**config.mk**
```make
export PLATFORM = sky130hd
export DESIGN_NAME = pnp_card_cfg
export DESIGN_NICKNAME = d
export VERILOG_FILES = /design/src/rtl/pnp_pkg.sv /design/src/rtl/pnp_bus_decode.sv /design/src/rtl/pnp_card_ctrl.sv /design/src/rtl/pnp_dev_bank.sv /design/src/rtl/pnp_card_cfg.sv
export SDC_FILE = /design/constraint.sdc
export NUM_CORES = 1
export LEC_CHECK = 0
export BUFFER_PORTS_ARGS = -buffer_cell sky130_fd_sc_hd__buf_2
export CAP_MARGIN = 0
export CORE_ASPECT_RATIO = 1.4
export CORE_UTILIZATION = 45
export CTS_BUF_LIST = sky130_fd_sc_hd__clkbuf_4
export CTS_CLUSTER_DIAMETER = 40
export CTS_CLUSTER_SIZE = 24
export DETAILED_ROUTE_END_ITERATION = 12
export GPL_ROUTABILITY_DRIVEN = 1
export SLEW_MARGIN = 20
export SYNTH_ARGS = -nofsm -noshare
export SYNTH_HDL_FRONTEND = slang
export SYNTH_HIERARCHICAL = 1
export SYNTH_SLANG_ARGS = --single-unit
```
**constraint.sdc**
```tcl
create_clock -name clk -period 2.55 [get_ports clk]
set_input_delay 0.255 -clock clk [delete_from_list [all_inputs] [get_ports clk]]
set_output_delay 0.255 -clock clk [all_outputs]
set_load 0.01 [all_outputs]
```
**src/rtl/pnp_pkg.sv**
```systemverilog
package pnp_pkg;

    parameter int ADDR_W    = 16;
    parameter int IO_RANGES = 2;
    parameter int IRQ_SLOTS = 2;
    parameter int DMA_SLOTS = 2;
    parameter int DMA_W     = 3;

    localparam logic [ADDR_W-1:0] INDEX_PORT = ADDR_W'(16'h0279);
    localparam logic [ADDR_W-1:0] WDATA_PORT = ADDR_W'(16'h0A79);

    localparam logic [7:0] IX_RDPORT = 8'h00;
    localparam logic [7:0] IX_CTRL   = 8'h02;
    localparam logic [7:0] IX_WAKE   = 8'h03;
    localparam logic [7:0] IX_RES    = 8'h04;
    localparam logic [7:0] IX_STAT   = 8'h05;
    localparam logic [7:0] IX_CSN    = 8'h06;
    localparam logic [7:0] IX_LDN    = 8'h07;
    localparam logic [7:0] IX_DEVLO  = 8'h30;
    localparam logic [7:0] IX_ACT    = 8'h30;
    localparam logic [7:0] IX_RCHK   = 8'h31;
    localparam logic [7:0] IX_IOB    = 8'h60;
    localparam logic [7:0] IX_IRQ    = 8'h70;
    localparam logic [7:0] IX_DMA    = 8'h74;

    localparam logic [DMA_W-1:0] DMA_NONE = DMA_W'(4);
    localparam logic [7:0] PAT_SET   = 8'h55;
    localparam logic [7:0] PAT_CLEAR = 8'hAA;

    typedef enum logic [1:0] {
        ST_WAIT_KEY = 2'd0,
        ST_SLEEP    = 2'd1,
        ST_ISOLATE  = 2'd2,
        ST_CONFIG   = 2'd3
    } card_st_e;

    typedef struct packed {
        logic index_wr;
        logic data_wr;
        logic rport_rd;
    } bus_hit_t;

    typedef struct packed {
        logic                                 active;
        logic                                 chk_en;
        logic                                 chk_pat;
        logic [IO_RANGES-1:0][15:0]           io_base;
        logic [IRQ_SLOTS-1:0][3:0]            irq_lvl;
        logic [IRQ_SLOTS-1:0][1:0]            irq_kind;
        logic [DMA_SLOTS-1:0][DMA_W-1:0]      dma_ch;
    } dev_regs_t;

    function automatic dev_regs_t dev_power_up();
        dev_regs_t r;
        r = '0;
        for (int k = 0; k < DMA_SLOTS; k++) r.dma_ch[k] = DMA_NONE;
        return r;
    endfunction

    function automatic logic [7:0] dev_read(dev_regs_t r, logic [7:0] ix);
        logic [7:0] v;
        v = 8'h00;
        if (ix == IX_ACT)  v = {7'b0, r.active};
        if (ix == IX_RCHK) v = {6'b0, r.chk_en, r.chk_pat};
        for (int i = 0; i < IO_RANGES; i++) begin
            if (ix == IX_IOB + 8'(2*i))     v = r.io_base[i][15:8];
            if (ix == IX_IOB + 8'(2*i + 1)) v = r.io_base[i][7:0];
        end
        for (int j = 0; j < IRQ_SLOTS; j++) begin
            if (ix == IX_IRQ + 8'(2*j))     v = {4'b0, r.irq_lvl[j]};
            if (ix == IX_IRQ + 8'(2*j + 1)) v = {6'b0, r.irq_kind[j]};
        end
        for (int k = 0; k < DMA_SLOTS; k++) begin
            if (ix == IX_DMA + 8'(k)) v = {{(8-DMA_W){1'b0}}, r.dma_ch[k]};
        end
        return v;
    endfunction

endpackage

```
**src/rtl/pnp_bus_decode.sv**
```systemverilog
module pnp_bus_decode
    import pnp_pkg::*;
(
    input  logic [ADDR_W-1:0] io_addr,
    input  logic              io_wr,
    input  logic              io_rd,
    input  logic [7:0]        rport,
    output bus_hit_t          hit
);
    localparam int UPPER_W = ADDR_W - 10;

    always_comb begin
        hit.index_wr = io_wr && (io_addr == INDEX_PORT);
        hit.data_wr  = io_wr && (io_addr == WDATA_PORT);
        hit.rport_rd = io_rd && (io_addr[ADDR_W-1:10] == UPPER_W'(0))
                             && (io_addr[9:2] == rport);
    end
endmodule

```
**src/rtl/pnp_card_ctrl.sv**
```systemverilog
module pnp_card_ctrl
    import pnp_pkg::*;
#(
    parameter int NUM_DEV = 2,
    localparam int SEL_W  = (NUM_DEV > 1) ? $clog2(NUM_DEV) : 1
) (
    input  logic             clk,
    input  logic             rst,
    input  logic             key_match,
    input  bus_hit_t         hit,
    input  logic [7:0]       wdata,
    output card_st_e         state,
    output logic [7:0]       index,
    output logic [7:0]       csn,
    output logic [SEL_W-1:0] sel,
    output logic [7:0]       rport,
    output logic             dev_wr,
    output logic             dev_clear,
    output logic             ptr_rewind
);
    logic data_ok;
    logic iso_or_cfg;
    logic ctrl_wr;
    logic wake_hit;

    always_comb begin
        data_ok    = hit.data_wr && (state != ST_WAIT_KEY);
        iso_or_cfg = (state == ST_ISOLATE) || (state == ST_CONFIG);
        ctrl_wr    = data_ok && (index == IX_CTRL);
        wake_hit   = data_ok && (index == IX_WAKE) && (wdata == csn);
        dev_clear  = ctrl_wr && wdata[0];
        dev_wr     = data_ok && (state == ST_CONFIG) && (index >= IX_DEVLO);
        ptr_rewind = wake_hit;
    end

    always_ff @(posedge clk) begin
        if (rst) begin
            state <= ST_WAIT_KEY;
            index <= 8'h00;
            csn   <= 8'h00;
            sel   <= '0;
            rport <= 8'h00;
        end else begin
            if (hit.index_wr && (state != ST_WAIT_KEY))
                index <= wdata;

            if ((state == ST_WAIT_KEY) && key_match)
                state <= ST_SLEEP;
            else if (ctrl_wr && wdata[1])
                state <= ST_WAIT_KEY;
            else if (wake_hit && (state == ST_SLEEP))
                state <= (wdata == 8'h00) ? ST_ISOLATE : ST_CONFIG;

            if (ctrl_wr && wdata[2])
                csn <= 8'h00;
            else if (data_ok && iso_or_cfg && (index == IX_CSN))
                csn <= wdata;

            if (data_ok && iso_or_cfg && (index == IX_RDPORT))
                rport <= wdata;

            if (data_ok && (state == ST_CONFIG) && (index == IX_LDN)
                && (32'(wdata) < NUM_DEV))
                sel <= SEL_W'(wdata);
        end
    end
endmodule

```
**src/rtl/pnp_dev_bank.sv**
```systemverilog
module pnp_dev_bank
    import pnp_pkg::*;
#(
    parameter int NUM_DEV = 2,
    localparam int SEL_W  = (NUM_DEV > 1) ? $clog2(NUM_DEV) : 1
) (
    input  logic              clk,
    input  logic              rst,
    input  logic              clear,
    input  logic              wr,
    input  logic [7:0]        ix,
    input  logic [7:0]        wdata,
    input  logic [SEL_W-1:0]  sel,
    input  logic              io_rd,
    input  logic [ADDR_W-1:0] io_addr,
    output logic [7:0]        rd_val,
    output logic [NUM_DEV-1:0] active,
    output logic              chk_hit,
    output logic [7:0]        chk_data
);
    dev_regs_t              bank [NUM_DEV];
    logic [NUM_DEV-1:0]     dev_hit;

    for (genvar g = 0; g < NUM_DEV; g++) begin : g_dev
        always_ff @(posedge clk) begin
            if (rst || clear) begin
                bank[g] <= dev_power_up();
            end else if (wr && (sel == SEL_W'(g))) begin
                if (ix == IX_ACT)  bank[g].active <= wdata[0];
                if (ix == IX_RCHK) {bank[g].chk_en, bank[g].chk_pat} <= wdata[1:0];
                for (int i = 0; i < IO_RANGES; i++) begin
                    if (ix == IX_IOB + 8'(2*i))     bank[g].io_base[i][15:8] <= wdata;
                    if (ix == IX_IOB + 8'(2*i + 1)) bank[g].io_base[i][7:0]  <= wdata;
                end
                for (int j = 0; j < IRQ_SLOTS; j++) begin
                    if (ix == IX_IRQ + 8'(2*j))     bank[g].irq_lvl[j]  <= wdata[3:0];
                    if (ix == IX_IRQ + 8'(2*j + 1)) bank[g].irq_kind[j] <= wdata[1:0];
                end
                for (int k = 0; k < DMA_SLOTS; k++) begin
                    if (ix == IX_DMA + 8'(k)) bank[g].dma_ch[k] <= wdata[DMA_W-1:0];
                end
            end
        end

        always_comb begin
            dev_hit[g] = 1'b0;
            if (io_rd && bank[g].chk_en && !bank[g].active) begin
                for (int i = 0; i < IO_RANGES; i++) begin
                    if ((bank[g].io_base[i] != 16'h0000) &&
                        (io_addr == ADDR_W'(bank[g].io_base[i])))
                        dev_hit[g] = 1'b1;
                end
            end
        end

        assign active[g] = bank[g].active;
    end

    always_comb begin
        chk_hit  = |dev_hit;
        chk_data = 8'h00;
        for (int d = NUM_DEV - 1; d >= 0; d--) begin
            if (dev_hit[d])
                chk_data = bank[d].chk_pat ? PAT_SET : PAT_CLEAR;
        end
        rd_val = dev_read(bank[sel], ix);
    end
endmodule

```
**src/rtl/pnp_card_cfg.sv**
```systemverilog
module pnp_card_cfg
    import pnp_pkg::*;
#(
    parameter int NUM_DEV = 2,
    localparam int SEL_W  = (NUM_DEV > 1) ? $clog2(NUM_DEV) : 1
) (
    input  logic               clk,
    input  logic               rst,
    input  logic               key_match,
    input  logic [15:0]        io_addr,
    input  logic [7:0]         io_wdata,
    input  logic               io_wr,
    input  logic               io_rd,
    output logic [7:0]         io_rdata,
    output logic               io_rdata_en,
    input  logic [7:0]         res_byte,
    input  logic               res_ready,
    output logic               res_advance,
    output logic               res_ptr_reset,
    output logic [1:0]         card_state,
    output logic [NUM_DEV-1:0] dev_active
);
    bus_hit_t         hit;
    card_st_e         state_q;
    logic [7:0]       index_q;
    logic [7:0]       csn_q;
    logic [SEL_W-1:0] sel_q;
    logic [7:0]       rport_q;
    logic             dev_wr;
    logic             dev_clear;
    logic [7:0]       dev_val;
    logic             chk_hit;
    logic [7:0]       chk_data;
    logic             reg_hit;
    logic [7:0]       reg_val;

    pnp_bus_decode u_decode (
        .io_addr (ADDR_W'(io_addr)),
        .io_wr   (io_wr),
        .io_rd   (io_rd),
        .rport   (rport_q),
        .hit     (hit)
    );

    pnp_card_ctrl #(.NUM_DEV(NUM_DEV)) u_ctrl (
        .clk        (clk),
        .rst        (rst),
        .key_match  (key_match),
        .hit        (hit),
        .wdata      (io_wdata),
        .state      (state_q),
        .index      (index_q),
        .csn        (csn_q),
        .sel        (sel_q),
        .rport      (rport_q),
        .dev_wr     (dev_wr),
        .dev_clear  (dev_clear),
        .ptr_rewind (res_ptr_reset)
    );

    pnp_dev_bank #(.NUM_DEV(NUM_DEV)) u_bank (
        .clk      (clk),
        .rst      (rst),
        .clear    (dev_clear),
        .wr       (dev_wr),
        .ix       (index_q),
        .wdata    (io_wdata),
        .sel      (sel_q),
        .io_rd    (io_rd),
        .io_addr  (ADDR_W'(io_addr)),
        .rd_val   (dev_val),
        .active   (dev_active),
        .chk_hit  (chk_hit),
        .chk_data (chk_data)
    );

    always_comb begin
        unique case (index_q)
            IX_STAT: reg_val = {7'b0, res_ready};
            IX_RES:  reg_val = res_byte;
            IX_CSN:  reg_val = csn_q;
            IX_LDN:  reg_val = 8'(sel_q);
            default: reg_val = (index_q >= IX_DEVLO) ? dev_val : 8'h00;
        endcase
        reg_hit     = hit.rport_rd &&
                      ((state_q == ST_ISOLATE) || (state_q == ST_CONFIG));
        io_rdata_en = reg_hit || chk_hit;
        io_rdata    = reg_hit ? reg_val : (chk_hit ? chk_data : 8'h00);
        res_advance = reg_hit && (index_q == IX_RES);
        card_state  = state_q;
    end
endmodule

```
; Yosys cells after proc, flatten, opt, wreduce, memory -nomap -nowiden
; Index checks and enable logic that the tools add are counted.
[word_totals]
register_bits = 133
latch_bits = 0
ramBits = 0
mem_bits_ro = 0
inputBits = 38
elab_cells = 174
mem_count = 0
[classes]
add_sub_neg = 0
n_mul = 0
div_mod_pow = 0
n_lt_le_gt_ge = 3
n_eq_ne = 29
n_shift = 0
n_mux = 33
bitwise = 2
n_reduce_logical = 75
[ops]
columns = op, count
row1 = $mux 53, 3
row2 = $mux 8, 17
row3 = $eq 8x7->1 const B, 10
row4 = $eq 16x16->1, 4
row5 = $reduce_bool 16->1, 4
row6 = $reduce_and 2->1, 24
row7 = $logic_and 1x1->1, 33
row8 = $eq 8x3->1 const B, 4
row9 = $pmux 8 s4, 1
row10 = $eq 16x10->1 const B, 1
row11 = $eq 16x12->1 const B, 1
row12 = $eq 8x2->1 const B, 2
row13 = $eq 8x6->1 const B, 2
row14 = $eq 8x8->1, 2
row15 = $logic_not 8->1, 2
row16 = $mux 1, 11
row17 = $ge 8x6->1 const B, 1
row18 = $lt 8x2->1 const B, 1
row19 = $logic_not 6->1, 1
row20 = $eq 2x2->1 const B, 2
row21 = $reduce_or 2->1, 2
row22 = $logic_or 1x1->1, 3
row23 = $reduce_bool 3->1, 1
row24 = $reduce_or 3->1, 1
row25 = 8 further kinds, 9

; Logic depth before layout (Yosys ltp)
[depth]
ltp_word = 19
depth_mapped = 11
mapped_depth_nobuf = 9

; Hierarchy
; The synthesis kept the hierarchy.
[by_module_without_submodules]
columns = module, instances, cells_per_inst, area_per_inst_um2
row1 = pnp_dev_bank, 1, 732, 6000.8
row2 = pnp_card_ctrl, 1, 135, 1288.7
row3 = pnp_card_cfg, 1, 43, 357.8
row4 = pnp_bus_decode, 1, 22, 157.7

; Worst setup path before layout
; OpenSTA, ideal clock, no wires.
[synth_path]
kind = in2reg
from = in io_addr[7]
to = reg u_bank/bank[74] in the netlist's numbering
arrival_time_ps = 2406
slack_ps = 12
cell_stages = 11
n_path_buf = 2
path_cell_list = nand4bb_1 -> or4_4 -> nor2_2 -> nand3_1 -> a21oi_1 -> nor2b_1 -> clkbuf_1 -> clkbuf_1 -> nand2_1 -> nand2_1 -> a21oi_1
[synth_rtl]
columns = item, line
row1 = from (decl), pnp_card_cfg.sv:10  ; input logic [15:0] io_addr,
row2 = "to (signal, indexed assignment)", pnp_dev_bank.sv:27  ; bank[g] <= dev_power_up();
row3 = to (decl), pnp_dev_bank.sv:21  ; dev_regs_t bank [NUM_DEV];

; Final worst setup path
[layout_path]
from = reg u_bank/active[0] (netlist name)
to = out io_rdata[6]
[layout_via]
elab_chain_len = 6
[layout_lines]
columns = item, line
row1 = $logic_not 1->1 (*), pnp_dev_bank.sv:47  ; if (io_rd && bank[g].chk_en && !bank[g].active) begin
row2 = $logic_and 1x1->1 (*), pnp_dev_bank.sv:47
row3 = $mux 1 (*), pnp_dev_bank.sv:47
row4 = $mux 8 or $reduce_or 2->1 (tied branches), "pnp_dev_bank.sv:63, pnp_dev_bank.sv:60"
row5 = $mux 8 (*) (2 in a row), pnp_card_cfg.sv:88  ; io_rdata = reg_hit ? reg_val : (chk_hit ? chk_data : 8'h00);
row6 = to (decl), pnp_card_cfg.sv:14  ; output logic [7:0] io_rdata,
; Every way passes the cells marked *; elsewhere a longest branch is shown, timed or not.

==> impl_metrics.json <==
{
  "die_width_um": 113,
  "ys_top_cells_by_count": "dfxtp_1, nand2_1, mux2i_1",
  "root_buffer": "clkbuf_4",
  "finalClockSkew_ps": 25.3,
  "place_hpwl_um": 19500,
  "synth.distinct_cells": 69,
  "finalHoldViolations": 0,
  "portBuffers": 52,
  "grt_overflow": 0,
  "grt_first_pass_wirelength_um": 41200,
  "cp-end-kind": "output port",
  "powerDensity_nw_per_um2": 416,
  "post-place-ws_ps": -204,
  "wl_um": 26600,
  "cts_tree": "yes",
  "first_global_vias": 7486,
  "violations": "setup timing",
  "drv_slew": 0,
  "io_pins": 53,
  "drc": 0,
  "ys_seq_elements": 133,
  "async_reset_ff_share_pct": 0,
  "synthTopCellsByArea": "dfxtp_1, mux2i_1, xnor2_1, nand2_1, a21oi_1",
  "synth_xor_area_share_pct": 8.98,
  "hp-class": "input pin to flop",
  "synth_top_area_share_pct": 34.1,
  "status": "finished, violations left",
  "cts.clk_slew.worst_paths_ps": 120,
  "synth_edf_count": 0,
  "drive_gt1_share_pct": 27.7,
  "path_cells": "nand3b_1 > or4_4 > nor3_4 > a41oi_2 > buf_4 > mux2_4 > nand2_1 > o221ai_2 > buf_2",
  "core_area_um2": 16900,
  "ir_worst_vdd_mv": 0.250,
  "synth_compound_area_share_pct": 11.0,
  "numCtsBuffers": 17,
  "dr.pass1.iters": 7,
  "worstPathArrival_ps": 2910,
  "via_count": 7601,
  "synth_fa_ha_area_share_pct": 0,
  "antenna_found_initial": 1,
  "cts-hold-fix-buffers": 0,
  "yosysWarnings": 6,
  "p_int_mw": 2.98,
  "postRouteAntennaNets": 0,
  "maxCapViolCount": 0,
  "yosys.area.top_type": "dfxtp_1",
  "fin_crit_ps": 3160,
  "die-area_um2": 17900,
  "synth_area_per_cell_um2": 8.37,
  "slew_headroom_pct": 55.2,
  "hold_ws_ps": 64.2,
  "p_comb_share_pct": 7.8,
  "yosys.area_share.simple_pct": 24.9,
  "finalNetCount": 1101,
  "crit_path_start_kind": "flop",
  "start_util_pct": 46.2,
  "p_sw_share_pct": 25.9,
  "muxShareOfSynthArea_pct": 16.0,
  "via_per_inst": 5.81,
  "area_delta_synth_final_pct": 23.8,
  "grt_usage_pct": 30.5,
  "finalSetupViolCount": 9,
  "postLayoutCellArea_um2": 9670,
  "critical_path_class": "flop to output port",
  "postSynthCellCount": 932,
  "die_y_um": 158,
  "fin_util_pct": 57.2,
  "placement_rows": 56,
  "setup_ws_ps": -613,
  "power_leakage_nw": 3.74,
  "grt_max_degree": 28,
  "cts-htree-levels": 4,
  "cp_max_fo": 4,
  "synth_seq_area_share_pct": 34.1,
  "required_ps": 2300,
  "first_iter_violations": 662,
  "synth_most_common_cell": "dfxtp_1",
  "crit_slowest_cell": "or4_4",
  "fmax_mhz": 316,
  "dpl_cell_area_um2": 9120,
  "seq_power_share_pct": 51.6,
  "switching_power_mw": 1.04,
  "synth_area_um2": 7800,
  "rsz0062_at_grt": "true",
  "clock_power_share_pct": 40.5,
  "gp_congestion": 1.00,
  "n_fill_cell": 1609,
  "post_drt_wl_per_cell_um": 20.3,
  "synthFlopType": "dfxtp_1",
  "period_share_pct": 124,
  "clockBufferDepth": 2,
  "worst_pin_slew_ps": 672,
  "synth_top_family_by_area": "simple AND/OR/NAND/NOR gates",
  "cts_sinks": 133,
  "slowest_delay_ps": 580,
  "worstSkewPairLatency_ps": 550,
  "synth_nets": 970
}
==> per-stage QoR <==
| stage | cells | TNS, ps | power, mW |
|---|---|---|---|
| 3_3_place_gp | 1273 | -4510 | 2.43 |
| 4_1_cts | 1305 | -4430 | 4.05 |
| 3_5_place_dp | 1273 | -7660 | 2.43 |
| 5_1_grt | 1308 | -5830 | 4.17 |
| 6_report | 1308 | -4850 | 4.02 |
| 2_1_floorplan | 932 | 0 | 2.26 |
==> power groups by stage <==
stage / clock network [mW] / registers, mW / logic (mW)
2_1_floorplan: 0 / 2.13 / 0.137
3_3_place_gp: 0 / 2.13 / 0.305
3_5_place_dp: 0 / 2.13 / 0.304
4_1_cts: 1.66 / 2.08 / 0.309
5_1_grt: 1.76 / 2.08 / 0.330
6_report: 1.63 / 2.08 / 0.315
==> worst max-delay path: cells and delay by family (launching register included) <==
family | cells | cell delay, ps
AO/OA/AOI/OAI | 2 | 290
buffers and inverters | 2 | 350
flip-flops | 1 | 340
multiplexers | 1 | 320
AND/OR/NAND/NOR | 4 | 1080
==> path summary, 6_finish.rpt <==
path | from | end | slack [ps] | cells after the start
setup reg to reg | u_ctrl/index[5]$_SDFFE_PP0P_ | u_bank/bank[58]$_SDFFE_PP1P_ | 530 | 9
hold reg to reg | u_bank/bank[54]$_SDFFE_PP0P_ | u_bank/bank[54]$_SDFFE_PP0P_ | 460 | 2
hold / removal | key_match | u_ctrl/state[0]$_SDFFE_PP0P_ | 60 | 3
setup / recovery | u_bank/active[0]$_SDFFE_PP0P_ | io_rdata[6] | -610 | 9
==> what timing repair did <==
item                       in CTS  in global routing
pin swaps                      12                  8
resized for setup              31                 20
setup endpoints to repair      10                 11
setup buffers                   2                  3
==> placed cells by master (no fill, tap or decap), types with 17 or more instances in the layout <==
cell type / netlist / final
nor2_1: 86 / 86
a21oi_1: 83 / 83
buf_2: 10 / 51
mux2i_1: 101 / 101
buf_4: 10 / 114
nand4_1: 18 / 18
nor4_1: 26 / 21
nand2_1: 124 / 122
clkbuf_4: 0 / 18
xnor2_1: 56 / 50
dfxtp_2: 0 / 17
dfxtp_1: 133 / 114
nand3_1: 60 / 60
xor2_1: 24 / 24
==> layout make-up <==
class	instances	area [um2]	area share, %
Clock inverter	13	181	1.88
Tap cell	232	290	3.00
Timing Repair Buffer	180	1390	14.4
Multi-Input combinational cell	720	4930	51.0
Antenna cell	1	2.50	0.0259
Clock buffer	18	135	1.40
Sequential cell	133	2690	27.8
Inverter	11	41.3	0.427
==> flip-flops by register name, indices dropped and copies added, names as in the netlist <==
register	cells
u_bank/active	2
u_ctrl/sel	1
u_ctrl/index	8
u_ctrl/rport	8
u_ctrl/state	2
u_bank/bank	104
u_ctrl/csn	8
==> cell families (layout without fill, tap and decap cells) <==
family	after synthesis	count (layout)
DFF	133	133
AOI/OAI and AO/OA	138	138
muxes	116	116
and+or+nand+nor	386	386
other	0	1
xor gates and xnor gates	80	80
buffers and inverters	79	222
==> per-layer routing <==
layer	track usage [%]	up-vias	wire [um]
li1	-	3554	-
met1	35.7	3641	11000
met2	52.9	315	13100
met3	4.59	91	1320
met4	17.4	0	1240
met5	0	-	0
(Power assumes the default switching activity.)
